[src/rtl/bcast_trig_pkg.sv]
package bcast_trig_pkg;

  typedef enum logic [1:0] {
    TX_IDLE = 2'd0,
    TX_HIGH = 2'd1,
    TX_GAP  = 2'd2
  } tx_state_e;

  // Whole cycles covering a time limit, rounded up, never below one.
  function automatic int unsigned ns_to_cycles(input int unsigned ns,
                                               input int unsigned period_ns);
    int unsigned c;
    c = (ns + period_ns - 1) / period_ns;
    if (c == 0) c = 1;
    return c;
  endfunction

  // Counter width able to hold the larger of two cycle counts.
  function automatic int unsigned cnt_width(input int unsigned a,
                                            input int unsigned b);
    int unsigned m;
    int unsigned w;
    m = (a > b) ? a : b;
    w = $clog2(m + 1);
    if (w == 0) w = 1;
    return w;
  endfunction

  // Edge detection for the selected polarity.
  function automatic logic edge_hit(input logic prev, input logic cur,
                                    input logic fall_mode);
    return fall_mode ? (prev & ~cur) : (~prev & cur);
  endfunction

endpackage

[src/rtl/bcast_pulse_tx.sv]
module bcast_pulse_tx
  import bcast_trig_pkg::*;
#(
  parameter int unsigned HIGH_CYC = 3,
  parameter int unsigned GAP_CYC  = 5
) (
  input  logic clk,
  input  logic rst_n,
  input  logic fire_req,
  output logic line_out,
  output logic busy
);

  localparam int unsigned CW = cnt_width(HIGH_CYC, GAP_CYC);
  localparam logic [CW-1:0] HIGH_LOAD = CW'(HIGH_CYC - 1);
  localparam logic [CW-1:0] GAP_LOAD  = CW'(GAP_CYC - 1);

  tx_state_e     state_q, state_d;
  logic [CW-1:0] cnt_q, cnt_d;
  logic          pend_q, pend_d;

  // Named internal events
  logic high_done, gap_done, launch_now, absorb_req;

  assign high_done  = (state_q == TX_HIGH) && (cnt_q == '0);
  assign gap_done   = (state_q == TX_GAP) && (cnt_q == '0);
  assign launch_now = ((state_q == TX_IDLE) && fire_req) ||
                      (gap_done && (pend_q || fire_req));
  assign absorb_req = fire_req && (state_q != TX_IDLE) && !gap_done;

  always_comb begin
    state_d = state_q;
    cnt_d   = cnt_q;
    pend_d  = pend_q;
    if (launch_now) begin
      state_d = TX_HIGH;
      cnt_d   = HIGH_LOAD;
      pend_d  = 1'b0;
    end else if (high_done) begin
      state_d = TX_GAP;
      cnt_d   = GAP_LOAD;
    end else if (gap_done) begin
      state_d = TX_IDLE;
      cnt_d   = '0;
    end else if (state_q != TX_IDLE) begin
      cnt_d   = cnt_q - 1'b1;
    end
    if (absorb_req) pend_d = 1'b1;
  end

  always_ff @(posedge clk) begin
    if (!rst_n) begin
      state_q <= TX_IDLE;
      cnt_q   <= '0;
      pend_q  <= 1'b0;
    end else begin
      state_q <= state_d;
      cnt_q   <= cnt_d;
      pend_q  <= pend_d;
    end
  end

  assign line_out = (state_q == TX_HIGH);
  assign busy     = (state_q != TX_IDLE);

  // Observation counters for the assertions
  logic [CW:0] hi_run, lo_run;
  logic        line_q, seen_q;

  always_ff @(posedge clk) begin
    if (!rst_n) begin
      hi_run <= '0;
      lo_run <= '0;
      line_q <= 1'b0;
      seen_q <= 1'b0;
    end else begin
      line_q <= line_out;
      if (line_out) begin
        seen_q <= 1'b1;
        lo_run <= '0;
        if (hi_run != '1) hi_run <= hi_run + 1'b1;
      end else begin
        hi_run <= '0;
        if (lo_run != '1) lo_run <= lo_run + 1'b1;
      end
    end
  end


  pulse_width_chk: assert property (@(posedge clk) disable iff (!rst_n)
    (line_q && !line_out) |-> (hi_run == (CW+1)'(HIGH_CYC)));


  gap_width_chk: assert property (@(posedge clk) disable iff (!rst_n)
    (!line_q && line_out && seen_q) |-> (lo_run >= (CW+1)'(GAP_CYC)));


  held_launch_chk: assert property (@(posedge clk) disable iff (!rst_n)
    (gap_done && pend_q) |=> line_out);


  busy_cover_chk: assert property (@(posedge clk) disable iff (!rst_n)
    line_out |-> busy);


  busy_release_chk: assert property (@(posedge clk) disable iff (!rst_n)
    $fell(busy) |-> (lo_run == (CW+1)'(GAP_CYC)));

endmodule

[src/rtl/bcast_line_sync.sv]
module bcast_line_sync #(
  parameter int unsigned STAGES = 2
) (
  input  logic clk,
  input  logic rst_n,
  input  logic d,
  output logic q
);

  logic [STAGES-1:0] sr;

  for (genvar i = 0; i < STAGES; i++) begin : g_stage
    if (i == 0) begin : g_first
      always_ff @(posedge clk) begin
        if (!rst_n) sr[0] <= 1'b0;
        else        sr[0] <= d;
      end
    end else begin : g_next
      always_ff @(posedge clk) begin
        if (!rst_n) sr[i] <= 1'b0;
        else        sr[i] <= sr[i-1];
      end
    end
  end

  assign q = sr[STAGES-1];

endmodule

[src/rtl/bcast_edge_rx.sv]
module bcast_edge_rx
  import bcast_trig_pkg::*;
(
  input  logic clk,
  input  logic rst_n,
  input  logic level,
  input  logic fall_mode,
  output logic strobe
);

  logic prev_q;

  always_ff @(posedge clk) begin
    if (!rst_n) prev_q <= 1'b0;
    else        prev_q <= level;
  end

  assign strobe = edge_hit(prev_q, level, fall_mode);


  rise_level_chk: assert property (@(posedge clk) disable iff (!rst_n)
    (strobe && !fall_mode) |-> level);


  fall_level_chk: assert property (@(posedge clk) disable iff (!rst_n)
    (strobe && fall_mode) |-> !level);


  single_strobe_chk: assert property (@(posedge clk) disable iff (!rst_n)
    strobe |=> !strobe);

endmodule

[src/rtl/bcast_trig_top.sv]
module bcast_trig_top
  import bcast_trig_pkg::*;
#(
  parameter int unsigned CLK_PERIOD_NS = 10,
  parameter int unsigned MIN_HIGH_NS   = 30,
  parameter int unsigned MIN_GAP_NS    = 50,
  parameter int unsigned SYNC_STAGES   = 2
) (
  input  logic clk,
  input  logic rst_n,
  input  logic fire_req,
  output logic line_out,
  output logic busy,
  input  logic line_in,
  input  logic edge_sel,
  output logic act_strobe
);

  localparam int unsigned HIGH_CYC = ns_to_cycles(MIN_HIGH_NS, CLK_PERIOD_NS);
  localparam int unsigned GAP_CYC  = ns_to_cycles(MIN_GAP_NS, CLK_PERIOD_NS);

  logic line_sync;

  bcast_pulse_tx #(
    .HIGH_CYC(HIGH_CYC),
    .GAP_CYC (GAP_CYC)
  ) u_tx (
    .clk     (clk),
    .rst_n   (rst_n),
    .fire_req(fire_req),
    .line_out(line_out),
    .busy    (busy)
  );

  bcast_line_sync #(
    .STAGES(SYNC_STAGES)
  ) u_sync (
    .clk  (clk),
    .rst_n(rst_n),
    .d    (line_in),
    .q    (line_sync)
  );

  bcast_edge_rx u_rx (
    .clk      (clk),
    .rst_n    (rst_n),
    .level    (line_sync),
    .fall_mode(edge_sel),
    .strobe   (act_strobe)
  );


  reset_quiet_chk: assert property (@(posedge clk)
    !rst_n |=> (!line_out && !busy && !act_strobe));

endmodule

[config.mk]
export PLATFORM = sky130hd
export DESIGN_NAME = bcast_trig_top
export DESIGN_NICKNAME = d
export VERILOG_FILES = /design/src/rtl/bcast_trig_pkg.sv /design/src/rtl/bcast_pulse_tx.sv /design/src/rtl/bcast_line_sync.sv /design/src/rtl/bcast_edge_rx.sv /design/src/rtl/bcast_trig_top.sv
export SDC_FILE = /design/constraint.sdc
export NUM_CORES = 1
export LEC_CHECK = 0
export BUFFER_PORTS_ARGS = -buffer_cell sky130_fd_sc_hd__buf_2
export CAP_MARGIN = 25
export CORE_MARGIN = 3
export CORE_UTILIZATION = 30
export CTS_BUF_LIST = sky130_fd_sc_hd__clkbuf_16
export CTS_CLUSTER_DIAMETER = 80
export CTS_CLUSTER_SIZE = 16
export DETAILED_ROUTE_END_ITERATION = 6
export PLACE_DENSITY = 0.48
export SLEW_MARGIN = 40
export SYNTH_ARGS = -nofsm -noshare
export SYNTH_HDL_FRONTEND = slang
export SYNTH_SLANG_ARGS = --single-unit
[constraint.sdc]
create_clock -name clk -period 3.95 [get_ports clk]
set_input_delay 0.395 -clock clk [delete_from_list [all_inputs] [get_ports clk]]
set_output_delay 0.395 -clock clk [all_outputs]
set_load 0.02 [all_outputs]
# == Yosys cells after proc, flatten, opt, wreduce, memory -nomap -nowiden ==
# Index checks and enable logic that the tools add are counted.
# Widths: inputs -> output; s select.
# totals
output_inout_bits,3
reg_bits,9
in_bits,5
word_cells,46
# op_classes
eq_ne,2
n_mux,10
addsub,1
n_reduce_logical,19
bitwise_logic,5
# op_table
operator,count
$mux 3,3
$logic_and 1x1->1,6
$mux 2,3
$reduce_bool 2->1,3
$reduce_bool 3->1,2
$mux 1,4
$reduce_bool 4->1,1
$reduce_or 4->1,1
$logic_not 3->1,1
$not 1->1,3
$sub 3x1->3 const B,1
$and 1x1->1,2
$eq 2x1->1 const B,1
$eq 2x2->1 const B,1
$logic_not 2->1,1
$logic_or 1x1->1,2
$reduce_or 2->1,1
$logic_not 1->1,1

# == Longest topological paths before layout ==
# logic_depth
depth_word,6
depth_mapped,6
mapped_depth_nobuf,6

# == Cells and area by module ==
# Synthesis repeated with hierarchy kept, for this count alone.
# hier_totals
cells_unflattened,52
hier_area_um2,476.7
# modules_own_cells
mod,seq_area_each_um2,area_each_um2,instances,cells_each
bcast_pulse_tx,120.1,375.4,1,43
bcast_line_sync,40.0,52.6,1,4
bcast_edge_rx,20.0,48.8,1,5

# == Worst setup path before layout ==
# OpenSTA, ideal clock, no wires.
# synth_timing
path_type,register -> register
from,register u_tx.cnt_q[0]
to,register u_tx.state_q[0]
t_arrival_ns,1.279
period_less_slack_ns,1.398
required_time_ns,3.831
path_slack_ns,2.552
setup_ns,0.119
n_path_buf,0
stages_incl_launch_ff,7
cell_sequence,dfxtp_1 > inv_1 > ha_1 > ha_1 > and2b_4 > nor2_1 > o221a_1
# synth_between
elab_chain_len,5
word_cells_on_any_way,8
cone_classes,mux (2); reduce/logical (6)
# synth_rtl
item,line_no,rtl
from (decl),bcast_pulse_tx.sv:19,"logic [CW-1:0] cnt_q, cnt_d;"
from (signal assigned),bcast_pulse_tx.sv:58,cnt_q <= cnt_d;
$logic_not 3->1 (*),"bcast_pulse_tx.sv:25, bcast_pulse_tx.sv:26",
$logic_and 1x1->1,bcast_pulse_tx.sv:26,assign gap_done = (state_q == TX_GAP) && (cnt_q == '0);
$logic_and 1x1->1,bcast_pulse_tx.sv:28,(gap_done && (pend_q || fire_req));
$logic_or 1x1->1,bcast_pulse_tx.sv:27,assign launch_now = ((state_q == TX_IDLE) && fire_req) ||
$reduce_bool 3->1 (no source line) or $mux 1 (tied branches),n/a,
to (signal assigned),bcast_pulse_tx.sv:57,state_q <= state_d;
to (decl),bcast_pulse_tx.sv:18,"tx_state_e state_q, state_d;"
# Every way passes the cells marked *; elsewhere a longest branch is shown, timed or not.
# A chain may end at the register's enable or synchronous reset.

# == Worst setup path in the final report ==
# layout_timing
from,register u_tx.state_q[1]
to,output line_out
# layout_between
elab_chain_len,1
# layout_rtl
item,line_no,rtl
$eq 2x1->1,bcast_pulse_tx.sv:63,assign line_out = (state_q == TX_HIGH);
to (decl),bcast_trig_top.sv:12,"output logic line_out,"
# Every way passes these cells.

==> impl_metrics.env <==
export IMPL_holdCritPathClass="in -> reg"
export IMPL_startpoint_type="register"
export IMPL_drtPass1Iterations=1
export IMPL_yosysSeqAreaShare_pct=39.24
export IMPL_antenna_found_initial=0
export IMPL_synth_fp_nets=57
export IMPL_synth_warnings=0
export IMPL_power_leakage_nw=0.2430
export IMPL_synth_distinct_cells=26
export IMPL_rr_startpoint="u_tx.cnt_q[0]"
export IMPL_cts_buffer_depth=2
export IMPL_ctsResizeCount=0
export IMPL_skew_ns=0.0004694
export IMPL_rsz0062_at_grt="no"
export IMPL_critPathRequiredTime_ns=3.56
export IMPL_cts_sinks=9
export IMPL_ctsRootBufferMaster="clkbuf_16"
export IMPL_rows=13
export IMPL_post_route_period_util_pct=39.12
export IMPL_vias=355
export IMPL_power_share_switching_pct=24.56
export IMPL_setup_tns_ns=0
export IMPL_synth_top_family_by_area="compound AO/OA/AOI/OAI gates"
export IMPL_layout_cells_non_filler=74
export IMPL_cts_tree="built"
export IMPL_grt_pass1_wl_um=1580
export IMPL_report_final_hold_viol_count=0
export IMPL_end_kind="output pin"
export IMPL_area_growth_pct=25.34
export IMPL_total_power_mw=0.3478
export IMPL_r2r_end="u_tx.cnt_q[0]"
export IMPL_rr_worst_depth=6
export IMPL_relSlewSlack_pct=75.17
export IMPL_synthesis_area_um2=459.2
export IMPL_place_congestion=0.7697
export IMPL_synth_simple_gate_area_share_pct=20.71
export IMPL_holdBufCountCts=0
export IMPL_synth_xor_area_share_pct=0
export IMPL_nFillCells=148
export IMPL_grt_overflow_total=0
export IMPL_synthCells=50
export IMPL_cellInternalPower_mw=0.2624
export IMPL_io_pins=8
export IMPL_synth_top_area_share_pct=39.24
export IMPL_drc=0
export IMPL_yosysTopAreaCell="dfxtp_1"
export IMPL_max_freq_mhz=647.1
export IMPL_ys_ff_latch=9
export IMPL_min_from="line_in"
export IMPL_initial_core_util_pct=33.61
export IMPL_drtIter0Drc=0
export IMPL_max_vdd_ir_drop_v=0.0002681
export IMPL_clkPwrFrac_pct=50.6
export IMPL_synth_edf_count=0
export IMPL_post_drt_wl_per_cell_um=11.64
export IMPL_seqPwrFrac_pct=31.4
export IMPL_whs_path_depth=2
export IMPL_synth_area_leaders="dfxtp_1 (39%), ha_1 (5.4%), and2_1 (4.1%)"
export IMPL_pwr_share_comb_pct=17.9
export IMPL_vias_per_cell=4.797
export IMPL_cap_violations=0
export IMPL_final_area_um2=575.6
export IMPL_gr_usage_all_layers_pct=11.57
export IMPL_yosysMostFrequentCell="dfxtp_1"
export IMPL_setup_viol=0
export IMPL_dp_hpwl_um=635.5
export IMPL_drive_gt1_share_pct=27.12
export IMPL_die_h_um=45.13
export IMPL_drtAntennaViolNets=0
export IMPL_p_sw_mw=0.08541
export IMPL_place_area_um2=496.7
export IMPL_grt_max_degree=12
export IMPL_whs_ns=0.3864
export IMPL_synth_compound_area_share_pct=25.61
export IMPL_outcome="finished, final reports clean"
export IMPL_fin_nets=67
export IMPL_synthMuxAreaShare_pct=2.180
export IMPL_htreeDepth=1
export IMPL_crit_type="reg -> out"
export IMPL_avgSynthCellArea_um2=9.184
export IMPL_tightest_slew_ns=0.3719
export IMPL_worstPathMaxFanout=10
export IMPL_synthArstFlopShare_pct=0
export IMPL_r2r_slack_ns=2.44
export IMPL_synth_ff_type="dfxtp_1"
export IMPL_clk_insertion_delay_late_ns=0.23
export IMPL_clk_pin_slew_ns=0.04
export IMPL_slew_violations=0
export IMPL_dieArea_um2=2036
export IMPL_min_period_ns=1.545
export IMPL_port_buffers=7
export IMPL_coreArea_um2=1366
export IMPL_dp_cells=70
export IMPL_yosys_top_cells_count="dfxtp_1 (9), inv_1 (4), nor2_1 (4)"
export IMPL_synth_fa_ha_area_share_pct=5.450
export IMPL_cts_setup_buffers=0
export IMPL_pwr_density_cell_nw_per_um2=604.3
export IMPL_wl_um=861
export IMPL_arrival_ns=1.15
export IMPL_hold_end="u_sync.sr[0]"
export IMPL_antennaDiodeCount=0
export IMPL_die_w_um=45.13
export IMPL_cts_buffers=3
export IMPL_grt_pass1_vias=323
[worst max-delay path, stage by stage (launching register included)]
cell and delay [ns]:
dfxtp_1 0.51, and2b_2 0.26, buf_2 0.15
[worst max path at each step]
stage | start | end | slack, ns
final | u_tx.state_q[1] | line_out | 2.40
after detailed placement | u_tx.cnt_q[0] | u_tx.cnt_q[0] | 2.45
after CTS | u_tx.state_q[1] | line_out | 2.39
after floorplan | u_tx.cnt_q[0] | u_tx.state_q[0] | 2.55
after global routing | u_tx.cnt_q[0] | u_tx.cnt_q[0] | 2.31
after global placement | u_tx.cnt_q[0] | u_tx.state_q[0] | 2.47
[metrics by stage]
| stage | setup slack (ns) | utilization (%) |
|---|---|---|
| after floorplan | 2.552 | - |
| after global placement | 2.466 | 36.36 |
| after detailed placement | 2.452 | 36.36 |
| after CTS | 2.395 | 42.12 |
| after global routing | 2.307 | 42.12 |
| final | 2.405 | 42.12 |
[layout by cell type (no fill, tap or decap)]
cell and count:
a2111o_1 1, a211oi_1 2, a21bo_2 1, a21oi_1 3, a21oi_2 1, and2_1 3, and2b_2 1, and2b_4 1
buf_2 7, clkbuf_16 3, dfxtp_1 9, ha_1 2, inv_1 5, mux2i_1 1, nand2_1 3, nand2b_1 2
nor2_1 4, nor3_1 2, o21a_1 1, o21ai_0 1, o21ai_1 1, o221a_1 1, o22a_1 1, o31ai_1 1
o31ai_2 1, or2_4 1
[routing by layer]
layer | vias up | routed length, µm | global-route usage [%]
li1 | 195 | - | -
met1 | 152 | 404 | 14.90
met2 | 6 | 374 | 14.12
met3 | 2 | 59 | 5.976
met4 | 0 | 23 | 8.772
met5 | - | 0 | 0
[flip-flops by register name (all words and copies together) (netlist names)]
name / flops
u_tx.cnt_q: 3
u_sync.q: 1
u_tx.pend_q: 1
u_rx.prev_q: 1
u_sync.sr: 1
u_tx.state_q: 2
[logic make-up (layout without fill, tap and decap cells)]
family,Yosys count,count (layout)
buffers and inverters,6,15
muxes,1,1
adders and majority gates,2,2
and+or+nand+nor,17,17
AOI/OAI and AO/OA,15,15
DFF,9,9
[area by class of cell]
| class | count | area, µm² | share of cell area (%) |
|---|---|---|---|
| Timing Repair Buffer | 7 | 35.03 | 6.087 |
| Multi-Input combinational cell | 35 | 247.7 | 43.04 |
| Clock buffer | 3 | 75.07 | 13.04 |
| Tap cell | 15 | 18.77 | 3.261 |
| Sequential cell | 9 | 180.2 | 31.30 |
| Clock inverter | 1 | 3.754 | 0.6522 |
| Inverter | 4 | 15.01 | 2.609 |
[power by group through the flow]
stage	clock network (mW)	registers, mW	logic, mW
after floorplan	0	0.104	0.0557
after global placement	0	0.111	0.0621
after detailed placement	0	0.111	0.0621
after CTS	0.182	0.109	0.0626
after global routing	0.188	0.111	0.0705
final	0.176	0.109	0.0624
(Power assumes the default switching activity.)
